$ cat src/rtl/wtc_pkg.sv
// Shared types for the write-through cache.
// Assumes nothing beyond a two-bit state encoding.
package wtc_pkg;
    typedef enum logic [1:0] {
        ST_IDLE   = 2'd0,  // accept hits and writes
        ST_DRAIN  = 2'd1,  // read miss waiting for queued writes to leave
        ST_RDREQ  = 2'd2,  // line read presented to memory
        ST_RDRESP = 2'd3   // line read granted, waiting for data
    } wtc_state_e;
endpackage

$ cat src/rtl/wtc_store.sv
// Line storage: valid flag, tag and one data word per line.
// Lookup is combinational. A single write port updates one line per cycle.
// Assumes LINES is a power of two, so that any index value is in range.
module wtc_store #(
    parameter int LINES  = 16,
    parameter int TAG_W  = 8,
    parameter int DATA_W = 32,
    localparam int IDX_W = $clog2(LINES)
) (
    input  logic              clk,
    input  logic              rst_n,
    input  logic [IDX_W-1:0]  lk_idx,
    input  logic [TAG_W-1:0]  lk_tag,
    output logic              lk_hit,
    output logic [DATA_W-1:0] lk_data,
    input  logic              wr_en,
    input  logic [IDX_W-1:0]  wr_idx,
    input  logic [TAG_W-1:0]  wr_tag,
    input  logic [DATA_W-1:0] wr_data
);
    logic              valid_q [LINES];
    logic [TAG_W-1:0]  tag_q   [LINES];
    logic [DATA_W-1:0] data_q  [LINES];

    for (genvar g = 0; g < LINES; g++) begin : g_line
        // Per-line register: reset clears valid, a write fills the line.
        always_ff @(posedge clk) begin
            if (!rst_n) begin
                valid_q[g] <= 1'b0;
            end else if (wr_en && (wr_idx == IDX_W'(g))) begin
                valid_q[g] <= 1'b1;
                tag_q[g]   <= wr_tag;
                data_q[g]  <= wr_data;
            end
        end
    end

    // Lookup: compare the stored tag of the indexed line.
    always_comb begin
        lk_hit  = valid_q[lk_idx] && (tag_q[lk_idx] == lk_tag);
        lk_data = data_q[lk_idx];
    end

    // a line that was written holds that tag and word, and is valid, on the next cycle.
    p_written_line_hits_r5: assert property (@(posedge clk) disable iff (!rst_n)
        wr_en |=> (valid_q[$past(wr_idx)] && tag_q[$past(wr_idx)] == $past(wr_tag)
                   && data_q[$past(wr_idx)] == $past(wr_data)));
endmodule

$ cat src/rtl/wtc_wbuf.sv
// Posted write queue: a first-in, first-out queue of address/data pairs.
// The head entry is always visible. Pushing while full or popping while empty is
// not allowed; the controller and the port logic guarantee this.
// Assumes DEPTH is a power of two, so the pointers wrap naturally.
module wtc_wbuf #(
    parameter int DEPTH  = 4,
    parameter int ADDR_W = 12,
    parameter int DATA_W = 32,
    localparam int PTR_W = $clog2(DEPTH),
    localparam int CNT_W = $clog2(DEPTH + 1)
) (
    input  logic              clk,
    input  logic              rst_n,
    input  logic              push,
    input  logic [ADDR_W-1:0] push_addr,
    input  logic [DATA_W-1:0] push_data,
    input  logic              pop,
    output logic [ADDR_W-1:0] head_addr,
    output logic [DATA_W-1:0] head_data,
    output logic              empty,
    output logic              full
);
    logic [ADDR_W-1:0] addr_q [DEPTH];
    logic [DATA_W-1:0] data_q [DEPTH];
    logic [PTR_W-1:0]  wr_ptr_q, rd_ptr_q;
    logic [CNT_W-1:0]  count_q;

    // Entry storage: write the tail on push.
    always_ff @(posedge clk) begin
        if (push) begin
            addr_q[wr_ptr_q] <= push_addr;
            data_q[wr_ptr_q] <= push_data;
        end
    end

    // Pointer and occupancy tracking.
    always_ff @(posedge clk) begin
        if (!rst_n) begin
            wr_ptr_q <= '0;
            rd_ptr_q <= '0;
            count_q  <= '0;
        end else begin
            if (push) wr_ptr_q <= wr_ptr_q + PTR_W'(1);
            if (pop)  rd_ptr_q <= rd_ptr_q + PTR_W'(1);
            case ({push, pop})
                2'b10:   count_q <= count_q + CNT_W'(1);
                2'b01:   count_q <= count_q - CNT_W'(1);
                default: count_q <= count_q;
            endcase
        end
    end

    // Head view and occupancy flags.
    always_comb begin
        head_addr = addr_q[rd_ptr_q];
        head_data = data_q[rd_ptr_q];
        empty     = (count_q == '0);
        full      = (count_q == CNT_W'(DEPTH));
    end

    // the controller never pushes into a full queue.
    p_no_push_full_r7: assert property (@(posedge clk) disable iff (!rst_n)
        push |-> !full);

    // the port logic never pops an empty queue.
    p_no_pop_empty_r6: assert property (@(posedge clk) disable iff (!rst_n)
        pop |-> !empty);

    // reset leaves the queue empty.
    p_reset_empty_r9: assert property (@(posedge clk)
        !rst_n |=> (count_q == '0));
endmodule

$ cat src/rtl/wtc_ctrl.sv
// Sequencing for processor requests: hits and writes complete in the request
// cycle. A read miss waits for the write queue to empty, presents a line read,
// and completes when the memory data returns.
// Assumes the processor holds its request steady until it is acknowledged, and
// that read data arrives at least one cycle after the grant.
module wtc_ctrl
    import wtc_pkg::*;
#(
    parameter int ADDR_W = 12
) (
    input  logic              clk,
    input  logic              rst_n,
    input  logic              cpu_req,
    input  logic              cpu_we,
    input  logic [ADDR_W-1:0] cpu_addr,
    input  logic              lk_hit,
    input  logic              buf_empty,
    input  logic              buf_full,
    input  logic              mem_gnt,
    input  logic              mem_rvalid,
    output logic              cpu_ack,
    output logic              push,
    output logic              fill,
    output logic              rd_req,
    output logic [ADDR_W-1:0] miss_addr
);
    wtc_state_e        state_q, state_d;
    logic [ADDR_W-1:0] miss_addr_q;
    logic              rd_miss;

    // Completion and strobe decode for this cycle.
    always_comb begin
        push    = (state_q == ST_IDLE) && cpu_req && cpu_we && !buf_full;
        rd_miss = (state_q == ST_IDLE) && cpu_req && !cpu_we && !lk_hit;
        fill    = (state_q == ST_RDRESP) && mem_rvalid;
        cpu_ack = push || fill || ((state_q == ST_IDLE) && cpu_req && !cpu_we && lk_hit);
        rd_req  = (state_q == ST_RDREQ);
    end

    // Next-state selection for the miss sequence.
    always_comb begin
        state_d = state_q;
        unique case (state_q)
            ST_IDLE:   if (rd_miss) state_d = buf_empty ? ST_RDREQ : ST_DRAIN;
            ST_DRAIN:  if (buf_empty) state_d = ST_RDREQ;
            ST_RDREQ:  if (mem_gnt) state_d = ST_RDRESP;
            ST_RDRESP: if (mem_rvalid) state_d = ST_IDLE;
            default:   state_d = ST_IDLE;
        endcase
    end

    // State register and miss-address capture.
    always_ff @(posedge clk) begin
        if (!rst_n) begin
            state_q     <= ST_IDLE;
            miss_addr_q <= '0;
        end else begin
            state_q <= state_d;
            if (rd_miss) miss_addr_q <= cpu_addr;
        end
    end

    assign miss_addr = miss_addr_q;

    // a line read is presented only when no buffered write remains.
    p_read_after_drain_r8: assert property (@(posedge clk) disable iff (!rst_n)
        rd_req |-> buf_empty);

    // a read that misses leaves the idle state and so stalls the processor.
    p_miss_stalls_r3: assert property (@(posedge clk) disable iff (!rst_n)
        (cpu_req && !cpu_we && !lk_hit && state_q == ST_IDLE) |=> (state_q != ST_IDLE));
endmodule

$ cat src/rtl/wt_cache.sv
// Top level of the direct-mapped write-through cache. It joins the line store,
// the posted write queue and the miss controller, and shares the single memory
// port: queued writes own it whenever any are present, and a line read uses it
// only once the queue is empty.
// Assumes LINES and WBUF_DEPTH are powers of two and that memory answers a read
// no earlier than the cycle after its grant.
module wt_cache #(
    parameter int ADDR_W     = 12,
    parameter int DATA_W     = 32,
    parameter int LINES      = 16,
    parameter int WBUF_DEPTH = 4
) (
    input  logic              clk,
    input  logic              rst_n,
    input  logic              cpu_req,
    input  logic              cpu_we,
    input  logic [ADDR_W-1:0] cpu_addr,
    input  logic [DATA_W-1:0] cpu_wdata,
    output logic              cpu_ack,
    output logic [DATA_W-1:0] cpu_rdata,
    output logic              mem_req,
    output logic              mem_we,
    output logic [ADDR_W-1:0] mem_addr,
    output logic [DATA_W-1:0] mem_wdata,
    input  logic              mem_gnt,
    input  logic              mem_rvalid,
    input  logic [DATA_W-1:0] mem_rdata
);
    localparam int IDX_W = $clog2(LINES);
    localparam int TAG_W = ADDR_W - IDX_W;

    logic              lk_hit;
    logic [DATA_W-1:0] lk_data;
    logic              buf_empty, buf_full, push, pop, fill, rd_req;
    logic [ADDR_W-1:0] head_addr, miss_addr, line_addr;
    logic [DATA_W-1:0] head_data, line_data;

    wtc_ctrl #(.ADDR_W(ADDR_W)) u_ctrl (
        .clk(clk), .rst_n(rst_n),
        .cpu_req(cpu_req), .cpu_we(cpu_we), .cpu_addr(cpu_addr),
        .lk_hit(lk_hit), .buf_empty(buf_empty), .buf_full(buf_full),
        .mem_gnt(mem_gnt), .mem_rvalid(mem_rvalid),
        .cpu_ack(cpu_ack), .push(push), .fill(fill),
        .rd_req(rd_req), .miss_addr(miss_addr)
    );

    // Line write source: the fill word at the miss address, otherwise the processor write.
    always_comb begin
        line_addr = fill ? miss_addr : cpu_addr;
        line_data = fill ? mem_rdata : cpu_wdata;
    end

    wtc_store #(.LINES(LINES), .TAG_W(TAG_W), .DATA_W(DATA_W)) u_store (
        .clk(clk), .rst_n(rst_n),
        .lk_idx(cpu_addr[IDX_W-1:0]), .lk_tag(cpu_addr[ADDR_W-1:IDX_W]),
        .lk_hit(lk_hit), .lk_data(lk_data),
        .wr_en(push || fill),
        .wr_idx(line_addr[IDX_W-1:0]), .wr_tag(line_addr[ADDR_W-1:IDX_W]),
        .wr_data(line_data)
    );

    wtc_wbuf #(.DEPTH(WBUF_DEPTH), .ADDR_W(ADDR_W), .DATA_W(DATA_W)) u_wbuf (
        .clk(clk), .rst_n(rst_n),
        .push(push), .push_addr(cpu_addr), .push_data(cpu_wdata),
        .pop(pop), .head_addr(head_addr), .head_data(head_data),
        .empty(buf_empty), .full(buf_full)
    );

    // Memory port sharing: queued writes first, then the pending line read.
    always_comb begin
        mem_req   = !buf_empty || rd_req;
        mem_we    = !buf_empty;
        mem_addr  = buf_empty ? miss_addr : head_addr;
        mem_wdata = head_data;
        pop       = !buf_empty && mem_gnt;
    end

    // Return data: the fill word during a fill, otherwise the stored word.
    assign cpu_rdata = fill ? mem_rdata : lk_data;

    // an ungranted memory request keeps its fields unchanged.
    p_hold_until_gnt_r11: assert property (@(posedge clk) disable iff (!rst_n)
        (mem_req && !mem_gnt) |=> (mem_req && $stable(mem_we) && $stable(mem_addr)
                                   && (!mem_we || $stable(mem_wdata))));
endmodule

$ cat config.mk
export PLATFORM = sky130hd
export DESIGN_NAME = wt_cache
export DESIGN_NICKNAME = d
export VERILOG_FILES = /design/src/rtl/wtc_pkg.sv /design/src/rtl/wtc_store.sv /design/src/rtl/wtc_wbuf.sv /design/src/rtl/wtc_ctrl.sv /design/src/rtl/wt_cache.sv
export SDC_FILE = /design/constraint.sdc
export NUM_CORES = 1
export LEC_CHECK = 0
export ABC_CLOCK_PERIOD_IN_PS = 12600
export BUFFER_PORTS_ARGS = -buffer_cell sky130_fd_sc_hd__buf_2
export CAP_MARGIN = 20
export CELL_PAD_IN_SITES_DETAIL_PLACEMENT = 1
export CELL_PAD_IN_SITES_GLOBAL_PLACEMENT = 1
export CORE_MARGIN = 1.5
export CORE_UTILIZATION = 30
export CTS_CLUSTER_DIAMETER = 40
export DETAILED_ROUTE_END_ITERATION = 10
export PLACE_DENSITY_LB_ADDON = 0.1
export SLEW_MARGIN = 20
export SYNTH_ARGS = -nofsm -noshare
export SYNTH_HDL_FRONTEND = slang
export SYNTH_SLANG_ARGS = --single-unit
$ cat constraint.sdc
create_clock -name clk -period 12.6 [get_ports clk]
set_clock_uncertainty 0.05 [all_clocks]
set_input_delay 2.52 -clock clk [delete_from_list [all_inputs] [get_ports clk]]
set_output_delay 2.52 -clock clk [all_outputs]
set_load 0.02 [all_outputs]
==> impl_metrics.ini, run 1 <==
[detailed_routing]
drc = 0
antenna_left = 0
first_iter_violations = 1124
finalWirelength_mm = 98.2
wl_per_cell_um = 27.6
via_count = 17300
viasPerCell = 4.88
drtPass1Iterations = 4

[yosys]
synth_top_area_share_pct = 74.3
synth_nets = 1777
synthFlopType = edfxtp_1
ys_seq_area_share_pct = 75.7
ys_ff_latch = 855
avgSynthCellArea_um2 = 19.9
netlist_instances = 1684
synth_edf_count = 831
yosys.cell_count.top_type = edfxtp_1
yosysWarningCount = 0
synthArstFlopShare_pct = 0
syn_area_mm2 = 0.0336
ys_top_cells_by_area = edfxtp_1 74%, mux4_2 13%, nand2_1 3.0%
synth_top_cell_by_area = edfxtp_1
synth_cell_types = 61
synth.top_cells.by_count = 831 x edfxtp_1, 267 x nand2_1, 200 x mux4_2

[grt]
grt_pass1_wl_mm = 139
grt_pass1_vias = 18900
grt_max_degree = 64
grt_util_met2_pct = 28.0
use_met1_pct = 23.6
gr-total-overflow = 0
track_usage_pct = 17.5
grt_antenna_before_repair = 10
grt_busiest_layer = met2
met3_usage_pct = 3.95

[clocking]
cts_setup_buffers = 0
htreeDepth = 4
cts_hold_buf = 0
numClockSinks = 855
root_buffer = clkbuf_16
clk_latency_ps = 730
cts_buffer_depth = 3
clkTransAtPathRegs_ps = 50
cts_tree = yes
ctsResizeCount = 0
cts_inserted_buffers = 145

[timing]
min_period_ps = 8680
finalHoldViolations = 0
setup_ws_ps = 3920
slew_headroom_pct = 26.6
finalCritPeriodShare_pct = 68.9
slew_violations = 0
rsz0062_at_grt = false
fin_tns_setup_ps = 0
worstMarginPinSlew_ps = 1090
fmax_mhz = 115
setup_viol = 0

[die]
die_w_um = 338
dieArea_mm2 = 0.114
die_h_um = 338
io_pins = 161
start_util_pct = 30.3
core-area_mm2 = 0.111
fp-row-count = 122

[cells_and_area]
diodes = 0
fillerInstances = 10800
fin_nets = 2039
seqCellArea_mm2 = 0.0254
fin_area_mm2 = 0.0414
syn2layout_area_growth_pct = 23.2
utilization_pct = 37.3
post_route_cells_drive_above_1_share_pct = 32.7
multiInputGateArea_mm2 = 0.00787

[flow_run]
drv_cap = 0

[worst_setup_path]
crit_fanout = 55
max_stage_delay_ps = 790
endpoint_kind = output port
worstPathRequired_ps = 10030
criticalPathCategory = in2out
critical_path_arrival_ps = 6110
cp_slowest_cell = buf_4
start_kind = input pin
path_buf_inv = 3
path_cells = buf_8 > buf_4 > mux4_1 > a22oi_1 > o21ai_1 > xor2_1 > nor3_1 > nand3_1 > o211ai_1 > buf_2
critPathTopFamily = buffers and inverters

[placed_design]
place_area_mm2 = 0.0363
dp_hpwl_mm = 55.1
dp_slack_ps = 3810
port_buffers = 160
gp_congestion = 0.729

[pwr]
p_per_area_mw_per_mm2 = 196
ir_drop_mv = 0.129
cellLeakagePower_nw = 13.9

[hold_path]
hold_class = reg2reg

[outcome]
status = finished, final reports clean
[flip-flops by register name (all words and copies together) (netlist names), named ones only]
register and count:
u_wbuf.rd_ptr_q 2, u_store.tag_q 128, u_store.data_q 512, u_store.valid_q 16
u_ctrl.state_q 2, u_wbuf.count_q 3, u_wbuf.data_q 128, u_wbuf.addr_q 48
u_wbuf.wr_ptr_q 2, u_ctrl.miss_addr 12
[final timing paths]
kind | startpoint | cells after the start | to | slack, ps
setup / recovery | cpu_addr[0] | 10 | cpu_ack | 3920
hold reg to reg | u_store.valid_q[8] | 1 | u_store.valid_q[8] | 420
hold / removal | u_store.valid_q[8] | 1 | u_store.valid_q[8] | 420
setup reg to reg | u_ctrl.state_q[0] | 10 | u_store.data_q[14][10] | 8390
[report_power, final]
group	switching (mW)	total (mW)	internal (mW)	leakage, nW
Combinational	0.520	0.805	0.285	3.80
Sequential	0.0336	3.25	3.22	7.70
Clock	1.40	4.06	2.66	2.44
Total	1.95	8.12	6.17	13.9
[worst reg2reg max path, cell delays in order, from the launching register on]
cell and delay (ps):
dfxtp_1 340, inv_1 120, ha_1 220, nand3_1 100, a31oi_1 710, inv_1 320, nor2_1 230, a31oi_1 120
buf_4 250, nor2_4 650, buf_4 680
[cell usage in the layout, fill, tap and decap left out, types with 10 or more instances in the layout]
cell type  instances
o311ai_0          20
mux4_2           200
mux2_2            10
clkbuf_16        147
o21ai_0           20
bufinv_16         25
edfxtp_1         831
nor2_4            17
dfxtp_1           22
clkinv_2          21
mux2i_1           48
buf_2            158
ha_1              10
clkbuf_1          21
nor2_1            27
inv_6             17
mux4_1            12
nand2_1          266
clkinv_1          16
buf_4             40
inv_1             13
[cell families after synthesis]
logic type	synth area share, %
adder cells (fa/ha/maj)	0.432
AO/OA/AOI/OAI	1.85
buffers and inverters	1.31
multiplexers	16.1
AND/OR/NAND/NOR	4.24
XOR/XNOR	0.339
flip-flops	75.7
[cell type report]
type / instances / share of cell area, %
Sequential cell: 855 / 61.5
Tap cell: 1488 / 4.50
Timing Repair Buffer: 200 / 2.70
Multi-Input combinational cell: 729 / 19.0
Clock inverter: 99 / 3.08
Clock buffer: 168 / 9.08
Inverter: 15 / 0.136
[stage by stage]
stage / std cells / hold WS, ps / total power [mW]
after global routing: 3554 / 440 / 8.40
after floorplan: 1684 / 373 / 3.81
after detailed placement: 3287 / 414 / 4.14
final: 3554 / 421 / 8.12
after CTS: 3554 / 426 / 8.24
after global placement: 3287 / 387 / 4.12
[layer usage]
metal  routed length, um  vias to the layer above
li1                    -                     7407
met1               44300                     9361
met2               46600                      415
met3                4960                      150
met4                2180                        6
met5                  35                        -
Power figures use the tool's default switching activity.
==> run 2, diff against run 1 <==
Settings changed: ABC_CLOCK_PERIOD_IN_PS 12600 to 7370.
Clock period 12.6 ns to 7.37 ns, I/O delays scaled along.
==> run 2 against run 1 <==
Die area is the same. First-iteration DRC count up 19%. Cell count is 0.20% higher. Worst setup slack worse by 2600 ps. Sequential share of layout area up 0.38 points. Sequential cell count unchanged. Non-clock buffer count increased by 15. Critical path depth down 3. Sequential power is 72% higher. Largest cell class unchanged.
==> impl_metrics.ini, run 2 (synthesized netlist as in run 1, its figures left out) <==
[outcome]
status = finished, final reports clean

[timing]
whs_ps = 405
rsz0062_at_grt = false
fmax_mhz = 165
setup_viol = 0
setup_ws_ps = 1300
worstMarginPinSlew_ps = 1040
slew_violations = 0
min_period_ps = 6070
finalHoldViolations = 0
slew_headroom_pct = 30.5
finalCritPeriodShare_pct = 82.3
fin_tns_setup_ps = 0

[clocking]
root_buffer = clkbuf_16
cts_inserted_buffers = 139
cts_setup_buffers = 0
clkTransAtPathRegs_ps = 40
cts_buffer_depth = 3
ctsResizeCount = 0
numClockSinks = 855
cts_hold_buf = 0
clk_latency_ps = 740
cts_tree = yes
htreeDepth = 4

[cells_and_area]
syn2layout_area_growth_pct = 22.4
top_register = u_store.data_q
fin_area_mm2 = 0.0411
utilization_pct = 37.1
final_cell_mix = 831 x edfxtp_1, 266 x nand2_1, 200 x mux4_2
largest_reg_flops = 512
fin_nets = 2048
reg.largest.list = u_store.data_q (512), u_store.tag_q (128), u_wbuf.data_q (128)
post_route_cells_drive_above_1_share_pct = 32.6
final_common_cell = edfxtp_1
fillerInstances = 10800

[die]
dieArea_mm2 = 0.114
core-area_mm2 = 0.111
fp-row-count = 122
die_w_um = 338
die_h_um = 338
io_pins = 161
start_util_pct = 30.3

[detailed_routing]
via_count = 17400
finalWirelength_mm = 97.3
drc = 0
wl_per_cell_um = 27.3
antenna_left = 0
first_iter_violations = 1340
drtPass1Iterations = 5
viasPerCell = 4.89

[placed_design]
dp_slack_ps = 1200
place_area_mm2 = 0.0365
port_buffers = 160
gp_congestion = 0.702
dp_hpwl_mm = 56.3

[worst_setup_path]
worstPathRequired_ps = 5850
endpoint_kind = output port
max_stage_delay_ps = 750
path_cells = buf_8 > buf_4 > mux4_2 > mux4_2 > nand2_1 > nand2_1 > buf_2
crit_fanout = 84
cp_slowest_cell = buf_4
timing.rr.start = u_ctrl.state_q[0]
criticalPathCategory = in2out
cp-startpoint = cpu_addr[0]
start_kind = input pin
critical_path_arrival_ps = 4540

[grt]
grt_antenna_before_repair = 12
track_usage_pct = 17.4
grt_pass1_vias = 19000
grt_max_degree = 85
grt_pass1_wl_mm = 139
gr-total-overflow = 0

[hold_path]
min-delay-start = u_store.valid_q[8]
hold_class = reg2reg

[pwr]
cellLeakagePower_nw = 13.8
ir_drop_mv = 0.199
p_per_area_mw_per_mm2 = 323

[flow_run]
drv_cap = 0
==> run 2: metrics by stage <==
stage,power [mW],instances
after CTS,13.5,3556
after detailed placement,7.07,3301
after global routing,13.8,3558
final,13.3,3561
after floorplan,6.51,1684
after global placement,7.05,3301
==> run 2: path summary, 6_finish.rpt <==
check                     endpoint  slack (ps)  depth (start not counted)
max                  cpu_rdata[29]        1300                          7
min             u_store.valid_q[8]         410                          1
max reg2reg  u_store.data_q[15][9]        3400                          8
min reg2reg     u_store.valid_q[8]         410                          1
==> run 2: final cells by class <==
cell class | instances | area [um^2] | area share [%]
antenna | 4 | 10.0 | 0.0243
clock buffer | 163 | 3600 | 8.75
clock inverter | 92 | 983 | 2.39
inverter | 15 | 56.3 | 0.137
multi-input combinational | 729 | 7860 | 19.1
sequential | 855 | 25400 | 61.9
tap | 1488 | 1860 | 4.53
timing repair buffer | 215 | 1310 | 3.17
==> run 2: worst max-delay path: cells and delay by family <==
kind,cells,cell delay [ps]
buffers and inverters,3,1620
multiplexers,2,1070
AND/OR/NAND/NOR,2,250
==> run 2: layer usage <==
layer  vias to the layer above  track usage (%)  wire, um  part of all wire (%)
met5                         -                0         7                0.0072
li1                       7419                -         -                     -
met1                      9447             24.1     45000                    46
met2                       425             27.5     46000                    47
met4                         2             5.45      2070                   2.1
met3                       136             3.32      4260                   4.4
==> run 2: report_power, final <==
group / total (mW) / internal [mW] / switching [mW]
combinational: 1.36 / 0.499 / 0.862
sequential: 5.58 / 5.50 / 0.0737
clock: 6.34 / 4.01 / 2.33
total: 13.3 / 10.0 / 3.27
==> run 3, diff against run 2 <==
Settings changed: ABC_AREA set to 1, ABC_CLOCK_PERIOD_IN_PS 7370 to 5900.
Clock period 7.37 ns to 5.9 ns, I/O delays scaled along.
==> run 3 against run 2 <==
Core utilization increased by 0.36 points. Clock power up 39%. Critical endpoint is now cpu_rdata[15]. Critical path depth up 3.
==> impl_metrics.ini, run 3 <==
[clocking]
root_buffer = clkbuf_16
htreeDepth = 4
clk_latency_ps = 720
cts_hold_buf = 0
cts_tree = yes
ctsResizeCount = 0
clkTransAtPathRegs_ps = 40
cts_setup_buffers = 0
numClockSinks = 855
cts_inserted_buffers = 149
cts_buffer_depth = 3

[yosys]
synthFlopType = edfxtp_1
yosysWarningCount = 0
ys_seq_area_share_pct = 74.3
synth_top_cell_by_area = edfxtp_1
avgSynthCellArea_um2 = 12.5
syn_area_mm2 = 0.0342
synth.top_cells.by_count = 831 x edfxtp_1, 432 x nor2_1, 402 x o21ai_0
yosys.cell_count.top_type = edfxtp_1
ys_ff_latch = 855
synthArstFlopShare_pct = 0
netlist_instances = 2729
synth_edf_count = 831
synth_cell_types = 27
ys_top_cells_by_area = edfxtp_1 73%, o21ai_0 5.9%, nor2_1 4.7%
synth_top_area_share_pct = 72.9
synth_nets = 2822

[worst_setup_path]
cp-startpoint = cpu_addr[0]
worst-r2r-setup-slack_ps = 2190
worstPathRequired_ps = 4670
cp_slowest_cell = buf_12
criticalPathCategory = in2out
start_kind = input pin
critical_path_arrival_ps = 3910
path_cells = buf_8 > inv_8 > buf_12 > o21ai_0 > o221ai_1 > o211ai_1 > nand2_1 > nand2_1 > nand2_1 > buf_2
r2r.worst_path.cells = 9
timing.rr.start = u_ctrl.state_q[1]
endpoint_kind = output port
regToRegEndpoint = u_store.data_q[4][13]
crit_path_end = cpu_rdata[15]
path_common_cell = nand2_1
critPathTopFamily = buffers and inverters
path_buf_inv = 4
crit_cells = 10
crit_fanout = 168
max_stage_delay_ps = 620

[cells_and_area]
reg.largest.list = u_store.data_q (512), u_store.tag_q (128), u_wbuf.data_q (128)
largest_reg_flops = 512
stdcell_count = 4549
final_cell_mix = 831 x edfxtp_1, 410 x nor2_1, 402 x o21ai_0
post_route_cells_drive_above_1_share_pct = 16.1
syn2layout_area_growth_pct = 23.5
fin_area_mm2 = 0.0423
final_common_cell = edfxtp_1
fin_nets = 3022
fillerInstances = 11900
top_register = u_store.data_q

[pwr]
switching_share_pct = 25.9
p_int_mw = 13.4
power.switching_mw = 4.67
cellLeakagePower_nw = 14.7
clkPwrFrac_pct = 48.9
ir_drop_mv = 0.292
p_per_area_mw_per_mm2 = 427
seqPwrFrac_pct = 38.9
power_frac_comb_pct = 12.2

[grt]
track_usage_pct = 19.8
grt_pass1_wl_mm = 167
grt_max_degree = 169
gr-total-overflow = 0
grt_antenna_before_repair = 11
grt_pass1_vias = 24300

[die]
start_util_pct = 30.3
die_h_um = 341
core-area_mm2 = 0.113
dieArea_mm2 = 0.116
die_w_um = 341
fp-row-count = 123
io_pins = 161

[timing]
setup_viol = 0
slew_violations = 0
finalCritPeriodShare_pct = 87.1
min_period_ps = 5140
fmax_mhz = 195
rsz0062_at_grt = false
worstMarginPinSlew_ps = 1020
slew_headroom_pct = 32.1
finalHoldViolations = 0
fin_tns_setup_ps = 0

[placed_design]
gp_congestion = 0.753
place_area_mm2 = 0.0371
dp_hpwl_mm = 63.2
dp.cells = 4278
port_buffers = 160

[hold_path]
hold_class = reg2reg

[detailed_routing]
antenna_left = 0
wl_per_cell_um = 25.3
drtPass1Iterations = 5
finalWirelength_mm = 115
viasPerCell = 5.12
via_count = 23300
drc = 0
first_iter_violations = 1662

[outcome]
status = finished, final reports clean

[flow_run]
drv_cap = 0
## run 3: final cells by class
type / count / area (um^2) / share of cell area (%)
Antenna cell: 1 / 2.50 / 0.00592
Clock buffer: 177 / 3950 / 9.35
Clock inverter: 93 / 1190 / 2.82
Inverter: 110 / 424 / 1.00
Multi-Input combinational cell: 1585 / 7790 / 18.4
Sequential cell: 855 / 25400 / 60.2
Tap cell: 1500 / 1880 / 4.44
Timing Repair Buffer: 228 / 1590 / 3.76
## run 3: metrics by stage
step	hold slack, ps	power [mW]	setup slack [ps]	utilization [%]
final	407	18.1	760	37.5
after global routing	442	18.7	535	37.5
after CTS	411	18.3	748	37.5
after detailed placement	400	9.38	740	32.9
after global placement	400	9.32	823	32.9
after floorplan	379	8.41	1150	-
## run 3: layer usage
layer,GRT usage [%],up-vias,wire (um)
met3,3.48,184,5470
met4,5.67,0,2420
met2,31.3,554,53000
met1,27.7,12100,54400
li1,-,10400,-
met5,0,-,0
## run 3: power groups by stage
stage                     Combinational (mW)  Sequential, mW  Clock (mW)
after floorplan                         1.30            7.11           0
after global placement                  2.19            7.13           0
after detailed placement                2.25            7.14           0
after CTS                               2.25            7.02        9.03
after global routing                    2.42            7.03        9.29
final                                   2.20            7.02        8.83
## run 3: worst min-delay path by stage
| stage | startpoint | slack [ps] | cells after the start | end |
|---|---|---|---|---|
| after floorplan | u_store.valid_q[8] | 380 | 2 | u_store.valid_q[8] |
| after global routing | u_store.valid_q[8] | 440 | 2 | u_store.valid_q[8] |
| after CTS | u_store.valid_q[8] | 410 | 2 | u_store.valid_q[8] |
| after detailed placement | u_store.valid_q[8] | 400 | 2 | u_store.valid_q[8] |
| after global placement | u_store.valid_q[8] | 400 | 2 | u_store.valid_q[8] |
| final | u_store.valid_q[8] | 410 | 2 | u_store.valid_q[8] |
## run 3: logic make-up after synthesis
logic type | after synthesis | share of synthesized area (%)
buffers and inverters | 289 | 3.41
and+or+nand+nor | 935 | 10.8
AOI/OAI and AO/OA | 639 | 11.0
adders and majority gates | 11 | 0.424
DFF | 855 | 74.3
## run 3: worst register-to-register path: stages (launching register included)
cell,delay (ps)
dfxtp_1,340
inv_1,130
ha_1,180
nand2_1,90
a211oi_1,580
nor2_1,320
nor3_1,560
nand2_1,210
nor2_4,620
buf_12,300
